### config.mk
export PLATFORM = sky130hd
export DESIGN_NAME = mesh_route_unit
export DESIGN_NICKNAME = d
export VERILOG_FILES = /design/src/rtl/mesh_route_pkg.sv /design/src/rtl/mesh_route_offset.sv /design/src/rtl/mesh_route_select.sv /design/src/rtl/mesh_route_hold.sv /design/src/rtl/mesh_route_unit.sv
export SDC_FILE = /design/constraint.sdc
export NUM_CORES = 1
export LEC_CHECK = 0
export BUFFER_PORTS_ARGS = -buffer_cell sky130_fd_sc_hd__buf_4
export CAP_MARGIN = 20
export CELL_PAD_IN_SITES_DETAIL_PLACEMENT = 1
export CELL_PAD_IN_SITES_GLOBAL_PLACEMENT = 1
export CORE_MARGIN = 2
export CORE_UTILIZATION = 30
export CTS_CLUSTER_SIZE = 28
export DETAILED_ROUTE_END_ITERATION = 10
export PLACE_DENSITY_LB_ADDON = 0.1
export SYNTH_ARGS = -nofsm -noshare
export SYNTH_HDL_FRONTEND = slang
export SYNTH_HIERARCHICAL = 1
export SYNTH_SLANG_ARGS = --single-unit
export TNS_END_PERCENT = 5
### constraint.sdc
create_clock -name clk -period 3.25 [get_ports clk]
set_input_delay 0.1625 -clock clk [delete_from_list [all_inputs] [get_ports clk]]
set_output_delay 0.1625 -clock clk [all_outputs]
set_load 0.005 [all_outputs]
### src/rtl/mesh_route_pkg.sv
package mesh_route_pkg;

  localparam int PORT_N  = 5;
  localparam int P_LOCAL = 0;
  localparam int P_EAST  = 1;
  localparam int P_WEST  = 2;
  localparam int P_NORTH = 3;
  localparam int P_SOUTH = 4;
  localparam int HINT_MAX_W = 8;

  typedef logic [PORT_N-1:0] port_t;

  typedef struct packed {
    logic east;
    logic west;
    logic north;
    logic south;
  } dir_t;

  function automatic port_t port_bit(input int idx);
    port_t p;
    p = '0;
    p[idx] = 1'b1;
    return p;
  endfunction

  // X first, then Y, then Local.
  function automatic port_t route_xy(input dir_t d);
    if (d.east)  return port_bit(P_EAST);
    if (d.west)  return port_bit(P_WEST);
    if (d.north) return port_bit(P_NORTH);
    if (d.south) return port_bit(P_SOUTH);
    return port_bit(P_LOCAL);
  endfunction

  // Westward motion is mandatory and first; afterwards East vs Y by hint.
  function automatic port_t route_wf(input dir_t d,
                                     input logic [HINT_MAX_W-1:0] h_e,
                                     input logic [HINT_MAX_W-1:0] h_n,
                                     input logic [HINT_MAX_W-1:0] h_s);
    logic [HINT_MAX_W-1:0] h_y;
    port_t y_port;
    if (d.west) return port_bit(P_WEST);
    y_port = d.north ? port_bit(P_NORTH) : port_bit(P_SOUTH);
    h_y    = d.north ? h_n : h_s;
    if (d.east && (d.north || d.south))
      return (h_y < h_e) ? y_port : port_bit(P_EAST);
    if (d.east)  return port_bit(P_EAST);
    if (d.north) return port_bit(P_NORTH);
    if (d.south) return port_bit(P_SOUTH);
    return port_bit(P_LOCAL);
  endfunction

endpackage

### src/rtl/mesh_route_offset.sv
module mesh_route_offset
  import mesh_route_pkg::*;
#(
  parameter int COORD_W = 4
) (
  input  logic [COORD_W-1:0] own_x,
  input  logic [COORD_W-1:0] own_y,
  input  logic [COORD_W-1:0] dest_x,
  input  logic [COORD_W-1:0] dest_y,
  output dir_t               dir
);
  always_comb begin
    dir.east  = dest_x > own_x;
    dir.west  = dest_x < own_x;
    dir.north = dest_y > own_y;
    dir.south = dest_y < own_y;
  end
endmodule

### src/rtl/mesh_route_select.sv
module mesh_route_select
  import mesh_route_pkg::*;
#(
  parameter int HINT_W      = 3,
  parameter bit ADAPTIVE_EN = 1'b1
) (
  input  dir_t              dir,
  input  logic              route_mode,
  input  logic [HINT_W-1:0] hint_east,
  input  logic [HINT_W-1:0] hint_north,
  input  logic [HINT_W-1:0] hint_south,
  output port_t             port
);
  port_t xy_port;
  assign xy_port = route_xy(dir);

  generate
    if (ADAPTIVE_EN) begin : g_adapt
      port_t wf_port;
      assign wf_port = route_wf(dir, HINT_MAX_W'(hint_east),
                                HINT_MAX_W'(hint_north), HINT_MAX_W'(hint_south));
      assign port = route_mode ? wf_port : xy_port;
    end else begin : g_fixed
      assign port = xy_port;
    end
  endgenerate
endmodule

### src/rtl/mesh_route_hold.sv
module mesh_route_hold
  import mesh_route_pkg::*;
(
  input  logic  clk,
  input  logic  rst_n,
  input  logic  capture,
  input  logic  clear,
  input  port_t new_route,
  output logic  open,
  output port_t route
);
  always_ff @(posedge clk or negedge rst_n) begin
    if (!rst_n) begin
      open  <= 1'b0;
      route <= '0;
    end else if (clear) begin
      open  <= 1'b0;
      route <= '0;
    end else if (capture) begin
      open  <= 1'b1;
      route <= new_route;
    end
  end
endmodule

### src/rtl/mesh_route_unit.sv
module mesh_route_unit
  import mesh_route_pkg::*;
#(
  parameter int COORD_W     = 4,
  parameter int HINT_W      = 3,
  parameter bit ADAPTIVE_EN = 1'b1
) (
  input  logic               clk,
  input  logic               rst_n,
  input  logic               route_mode,
  input  logic [COORD_W-1:0] own_x,
  input  logic [COORD_W-1:0] own_y,
  input  logic               flit_valid,
  input  logic               flit_ready,
  input  logic               flit_head,
  input  logic               flit_tail,
  input  logic [COORD_W-1:0] dest_x,
  input  logic [COORD_W-1:0] dest_y,
  input  logic [HINT_W-1:0]  hint_east,
  input  logic [HINT_W-1:0]  hint_north,
  input  logic [HINT_W-1:0]  hint_south,
  output logic [4:0]         port_sel,
  output logic               pkt_open,
  output logic [4:0]         pkt_route
);
  dir_t  dir;
  port_t head_port;
  logic  flit_accept;
  logic  head_accept;
  logic  tail_accept;

  mesh_route_offset #(.COORD_W(COORD_W)) offset_i (
    .own_x(own_x), .own_y(own_y), .dest_x(dest_x), .dest_y(dest_y), .dir(dir)
  );

  mesh_route_select #(.HINT_W(HINT_W), .ADAPTIVE_EN(ADAPTIVE_EN)) select_i (
    .dir(dir), .route_mode(route_mode), .hint_east(hint_east),
    .hint_north(hint_north), .hint_south(hint_south), .port(head_port)
  );

  assign flit_accept = flit_valid & flit_ready;
  assign head_accept = flit_accept & flit_head & ~flit_tail;
  assign tail_accept = flit_accept & flit_tail;

  mesh_route_hold hold_i (
    .clk(clk), .rst_n(rst_n), .capture(head_accept), .clear(tail_accept),
    .new_route(head_port), .open(pkt_open), .route(pkt_route)
  );

  always_comb begin
    if (!flit_valid)    port_sel = '0;
    else if (flit_head) port_sel = head_port;
    else if (pkt_open)  port_sel = pkt_route;
    else                port_sel = '0;
  end
endmodule

### Word level (Yosys, flattened, before mapping)

Index checks and enable logic that the tools add are counted.

* flip-flop bits (word level): 6
* bits of input ports: 32
* word-level logic and storage cells: 66

* magnitude comparators: 5
* muxes and demuxes: 51
* bitwise gates (word level): 5
* reduce and logical (&&, ||, !) cells: 3

Operators with widths (number)
* 5-bit two-way mux: 27
* 1-bit two-way mux: 23
* 4-bit greater-than comparator: 2
* 4-bit less-than comparator: 2
* 8-bit by 3-bit less-than comparator with 1-bit output: 1
* 1-bit AND: 4
* 3-bit two-way mux: 1
* 2-bit nonzero test: 1
* 1-bit logical AND: 1
* 1-bit logical OR: 1
* 1-bit NOT: 1

### Depth between registers and ports, before layout

Gate-level depths: netlist of the first run.

* depth in word-level cells: 22
* gate-level depth with buffers: 13
* depth with buffers taken out: 12

### Hierarchy

The synthesis of the first run kept the hierarchy.

Modules (own cells, without submodules)
* mesh_route_hold: instances 1, cells an instance 19, area an instance 237.7 um^2
* mesh_route_offset: instances 1, cells an instance 30, area an instance 227.7 um^2
* mesh_route_select: instances 1, cells an instance 26, area an instance 176.4 um^2
* mesh_route_unit: instances 1, cells an instance 19, area an instance 118.9 um^2

### Least setup slack after synthesis of the first run

No wires, ideal clock.

* path kind: input port to output port
* start point: input own_y[3]
* end point: output port_sel[1]
* arrival: 2.222 ns
* setup slack: 0.866 ns
* stages: 13
* cell sequence: inv_1 ha_1 nand2_1 o21bai_1 a2bb2oi_1 buf_6 mux2_2 ha_1 nand2_1 nand3_1 o311a_1 nand3_1 nand2_1

RTL lines
* start: declaration: line mesh_route_unit.sv:12 `input logic [COORD_W-1:0] own_y,`
* end: declaration: line mesh_route_unit.sv:22 `output logic [4:0] port_sel,`

==> reports/metrics.cfg, run 1 <==
[yosys]
synth_fp_nets = 136
synth_edf_count = 0
synth_common_cells = nand2_1, inv_1, ha_1
synth-seq-cells = 6
syn_area_um2 = 761
synth_cell_type_count = 24
syn_inst = 94
yosysTopAreaCellShare = 0.197
synth_top_area_cell = dfrtp_1
synth_warnings = 6
synth.area.top_cells = dfrtp_1, ha_1, mux2i_1
yosysMostFrequentCell = nand2_1
async_reset_ff_frac = 1.00
ys_seq_area_frac = 0.197
syn_avg_cell_area_um2 = 8.09
synth_ff_type = dfrtp_1

[sta]
post-route-period-util = 0.833
slew_viol_final = 0
finalSetupViolCount = 0
timing.slew.headroom = 0.757
whs_ns = 0.268
rsz0062_at_grt = no
fin_crit_ns = 2.71
finClkSkew_ns = 0
fin_tns_setup_ns = 0
hold_viol = 0
fmax_ghz = 0.369
worstMarginPinSlew_ns = 0.364

[critical_path]
critPathMostFrequentCell = nand2_1
crit_type = in2out
slowest_stage = mux2_2
worstPathRequired_ns = 3.09
setup.worst_path.start_class = primary input
max_stage_delay_ns = 0.37
endpoint_kind = primary output
cp.arrival_ns = 2.54
cp_top_family = simple AND/OR/NAND/NOR gates
path_cells = buf_4 > ha_1 > nand2_1 > o21bai_1 > a2bb2oi_1 > mux2_2 > ha_1 > nand2_1 > a31oi_1 > nor3_1 > nand3_1 > nand2_1 > buf_4
crit_path_max_fanout = 3
path_buf_inv = 2

[cts]
cts.clk_slew.worst_paths_ns = 0.04
clkLatencyLatePin_ns = 0.24
cts_root_buffer = clkbuf_4
cts_made_buffers = 3
cts_max_level = 1
clk_path_buf_depth = 2
cts_sinks = 6
cts_tree = yes
postCtsSetupRepairBufs = 0

[power_and_ir_drop]
switching_share = 0.318
p_switching_uw = 93.7
clkPwrFrac = 0.225
intPower_uw = 201
p_leak_nw = 0.625
seq_power_share = 0.303
power_density_nw_per_um2 = 264
vdd_drop_max_uv = 247
comb_power_share = 0.472

[detailed_routing]
antenna_left = 0
drtIter0Drc = 5
drcViolationCount = 0
drt_wl_total_um = 2040
via_per_inst = 4.91
dr.pass1.iters = 4
post_drt_wl_per_cell_um = 12.2
vias = 820

[grt]
grt_pass1_vias = 821
track_usage = 0.149
grt_pass1_wl_um = 3240
grt_max_degree = 13
grt_overflow = 0
antenna_found_initial = 0

[worst_hold_path]
hold_path.class = in2async

[die]
fp.dieW_um = 54.4
io_pins = 43
fp.coreArea_um2 = 2430
initial_core_util = 0.313
die_y_um = 54.4
die-area_um2 = 2950
rows = 18

[final_layout]
fin_nets = 181
drive_gt1_frac = 0.372
syn2layout_area_growth_pct = 46.7
filler_cell_count = 311
diodes = 0

[place]
dp.final_hpwl_um = 1770
numPortBuffers = 42
finalWeightedCongestion = 0.714

[run]
drv.max_cap_violation_count = 0

[status]
outcome = finished, final reports clean

[power by group through the flow]
stage | clock network [mW] | logic [mW] | registers [mW]
after floorplan | 0 | 0.0810 | 0.0889
after global placement | 0 | 0.136 | 0.0898
after detailed placement | 0 | 0.140 | 0.0903
after CTS | 0.0685 | 0.142 | 0.0892
after global routing | 0.0744 | 0.158 | 0.0902
final | 0.0661 | 0.139 | 0.0892
[final cells by class]
cell class                      instances  area (µm²)  area share
Multi-Input combinational cell         72         528       0.473
Timing Repair Buffer                   44         333       0.298
Sequential cell                         6         150       0.135
Inverter                               12        45.0      0.0404
Tap cell                               30        37.5      0.0336
Clock buffer                            3        22.5      0.0202
[per-layer routing]
metal	vias up	GRT usage	part of all wire
li1	413	-	-
met1	389	0.160	0.41
met2	18	0.297	0.54
met3	0	0.0383	0.050
met4	0	0.0125	0
met5	-	0	0
[path summary, 6_finish.rpt]
check	cells past startpoint	start	slack (ns)	to
worst min-delay path	2	rst_n	0.27	hold_i/open
worst min register to register	2	hold_i/route[4]	0.57	hold_i/route[4]
max in group asynchronous	2	rst_n	2.86	hold_i/route[0]
worst max register to register	2	hold_i/open	2.50	hold_i/open
min in group clk	4	route_mode	0.36	hold_i/route[2]
worst max-delay path	13	dest_y[3]	0.54	port_sel[4]
[timing repair]
item	CTS	global route
hold buffers	1	0
hold endpoints to repair	6	0
resized for setup	0	0
setup endpoints to repair	0	0
[through the flow]
| step | cells | utilization | setup WS, ns | power (mW) | instance area [µm²] |
|---|---|---|---|---|---|
| floorplan | 94 | - | 0.866 | 0.170 | 761 |
| global placement | 163 | 0.445 | 0.578 | 0.226 | 1080 |
| detailed placement | 163 | 0.445 | 0.518 | 0.230 | 1080 |
| CTS | 167 | 0.459 | 0.518 | 0.300 | 1120 |
| global route | 167 | 0.459 | 0.318 | 0.322 | 1120 |
| finish | 167 | 0.459 | 0.543 | 0.294 | 1120 |
[state kept, by name, indices dropped and copies added, names as in the netlist]
register	count
hold_i/open	1
hold_i/route	5
[cells in the final DEF, fill, tap and decap left out, types with 3 or more instances in the layout]
master    instances
a21oi_1           4
buf_4            43
clkbuf_4          3
dfrtp_1           6
ha_1             10
inv_1            12
mux2i_1           6
nand2_1          13
nand3_1           7
nand4b_1          5
nor2_1            9
[cells by family after synthesis]
| family | Yosys count | synth area share |
|---|---|---|
| and+or+nand+nor | 43 | 0.321 |
| adders and majority gates | 10 | 0.164 |
| buffers and inverters | 16 | 0.109 |
| muxes | 8 | 0.109 |
| AOI/OAI and AO/OA | 11 | 0.100 |
| DFF | 6 | 0.197 |
Note: power is estimated with default switching activity, not from simulation.
==> run 2: changes to the inputs <==
==> constraint.sdc (replaced) <==
create_clock -name clk -period 2.7 [get_ports clk]
set_input_delay 0.135 -clock clk [delete_from_list [all_inputs] [get_ports clk]]
set_output_delay 0.135 -clock clk [all_outputs]
set_load 0.005 [all_outputs]
==> reports/metrics.cfg, run 2 (synthesized netlist as in run 1, its figures left out) <==
[place]
finalWeightedCongestion = 0.714  ; unchanged
numPortBuffers = 42  ; unchanged
dp.final_hpwl_um = 1760  ; -0.55%
dp_worst_setup_slack_ns = 0.00628  ; -0.512 ns

[cts]
cts.clk_slew.worst_paths_ns = 0.04  ; about the same
cts_max_level = 1  ; unchanged
cts_made_buffers = 3  ; unchanged
clkLatencyLatePin_ns = 0.24  ; about the same
cts_root_buffer = clkbuf_4
cts_tree = yes
clk_path_buf_depth = 2  ; unchanged
cts_sinks = 6  ; unchanged

[sta]
timing.slew.headroom = 0.742  ; -0.0144
slew_viol_final = 0  ; unchanged
fmax_ghz = 0.390
finClkSkew_ns = 0  ; unchanged
post-route-period-util = 0.949
fin_crit_ns = 2.56
whs_ns = 0.241  ; -0.0265 ns
layout_setup_ws_ns = 0.137  ; -0.406 ns
hold_viol = 0  ; unchanged
finalSetupViolCount = 0  ; unchanged
worstMarginPinSlew_ns = 0.385  ; +0.0215 ns

[die]
fp.dieW_um = 54.4  ; unchanged
rows = 18  ; unchanged
io_pins = 43  ; unchanged
die-area_um2 = 2950  ; unchanged
die_y_um = 54.4  ; unchanged
initial_core_util = 0.313  ; unchanged
fp.coreArea_um2 = 2430  ; unchanged

[detailed_routing]
drtIter0Drc = 12  ; +7
dr.pass1.iters = 4  ; unchanged
vias = 833  ; +1.6%
antenna_left = 0  ; unchanged
post_drt_wl_per_cell_um = 13.2  ; +8.2%
drcViolationCount = 0  ; unchanged
via_per_inst = 4.96  ; +0.98%
drt_wl_total_um = 2220  ; +8.9%

[grt]
grt_pass1_vias = 841  ; +2.4%
grt_pass1_wl_um = 3330  ; +2.5%
track_usage = 0.153  ; +0.00398
antenna_found_initial = 0  ; unchanged
grt_max_degree = 13  ; unchanged
grt_overflow = 0  ; unchanged

[final_layout]
layout_common_cells = buf_4, inv_1, nand2_1
drive_gt1_frac = 0.420  ; +0.0480
finish.utilization = 0.487  ; +0.0278
top_register = hold_i/route
diodes = 0  ; unchanged
filler_cell_count = 304  ; -2.3%
largest_register_ffs = 5  ; unchanged
layout_commonest_cell = buf_4
syn2layout_area_growth_pct = 55.6
fin_nets = 182  ; +0.55%
reg_top3 = hold_i/route: 5 flops, hold_i/open: 1 flops

[power_and_ir_drop]
vdd_drop_max_uv = 239  ; -3.1%
p_leak_nw = 0.642  ; +2.7%
p_total_uw = 383  ; +30%
power_density_nw_per_um2 = 323  ; +23%

[critical_path]
crit_type = in2out
cp_top_family = simple AND/OR/NAND/NOR gates
crit_path_max_fanout = 3  ; unchanged
endpoint_kind = primary output
worstPathRequired_ns = 2.57  ; -0.52 ns
cp.arrival_ns = 2.43  ; -0.11 ns
path_cells = buf_4 > ha_1 > nand2_2 > o21bai_4 > a2bb2oi_4 > mux2_4 > ha_1 > nand3_1 > a21oi_1 > nor4b_2 > nand3_1 > nand2_1 > buf_4
path_buf_inv = 2  ; unchanged
slowest_stage = nor4b_2
max_stage_delay_ns = 0.35  ; -0.02 ns
setup.worst_path.start_class = primary input

[run]
drv.max_cap_violation_count = 0  ; unchanged

[status]
outcome = finished, final reports clean

[worst_hold_path]
hold_path.class = in2async

-- run 2: worst paths after layout --
check	from	end	slack, ns	cells past startpoint
max	dest_y[3]	port_sel[3]	0.14	13
min	rst_n	hold_i/open	0.24	2
max reg2reg	hold_i/open	hold_i/open	1.95	2
min reg2reg	hold_i/route[4]	hold_i/route[4]	0.56	2
max in group asynchronous	rst_n	hold_i/route[4]	2.34	2
min in group clk	route_mode	hold_i/route[2]	0.35	4
-- run 2: layout make-up --
cell class,count,area [µm²],share of cell area
Clock buffer,3,22.5,0.0190
Inverter,12,45.0,0.0381
Multi-Input combinational cell,72,588,0.497
Sequential cell,6,150,0.127
Tap cell,30,37.5,0.0317
Timing Repair Buffer,45,340,0.288
-- run 2: routing by layer --
layer,vias up,GRT usage,routed length [µm]
met5,-,0,0
met4,0,0.0250,0
li1,414,-,-
met1,400,0.173,927
met3,0,0.0355,93
met2,19,0.291,1200
-- run 2: power breakdown --
group / leakage (nW) / switching [mW] / internal [mW] / total (mW)
Sequential: 0.0814 / 0.00904 / 0.0980 / 0.107
Clock: 0.0138 / 0.0301 / 0.0501 / 0.0802
Combinational: 0.547 / 0.0868 / 0.109 / 0.195
-- run 2: metrics by stage --
stage               TNS (ns)  cells  cell area (µm²)
CTS                        0    167             1120
detailed placement         0    163             1080
finish                     0    168             1180
floorplan                  0     94              761
global placement           0    163             1080
global route         -0.0179    168             1180
-- run 2: what timing repair did --
action                                  CTS  global route
resized for setup                         0            10
endpoints found under the setup margin    0             3
buffers inserted                          0             1
hold buffers                              1             0
endpoints found under the hold margin     6             0
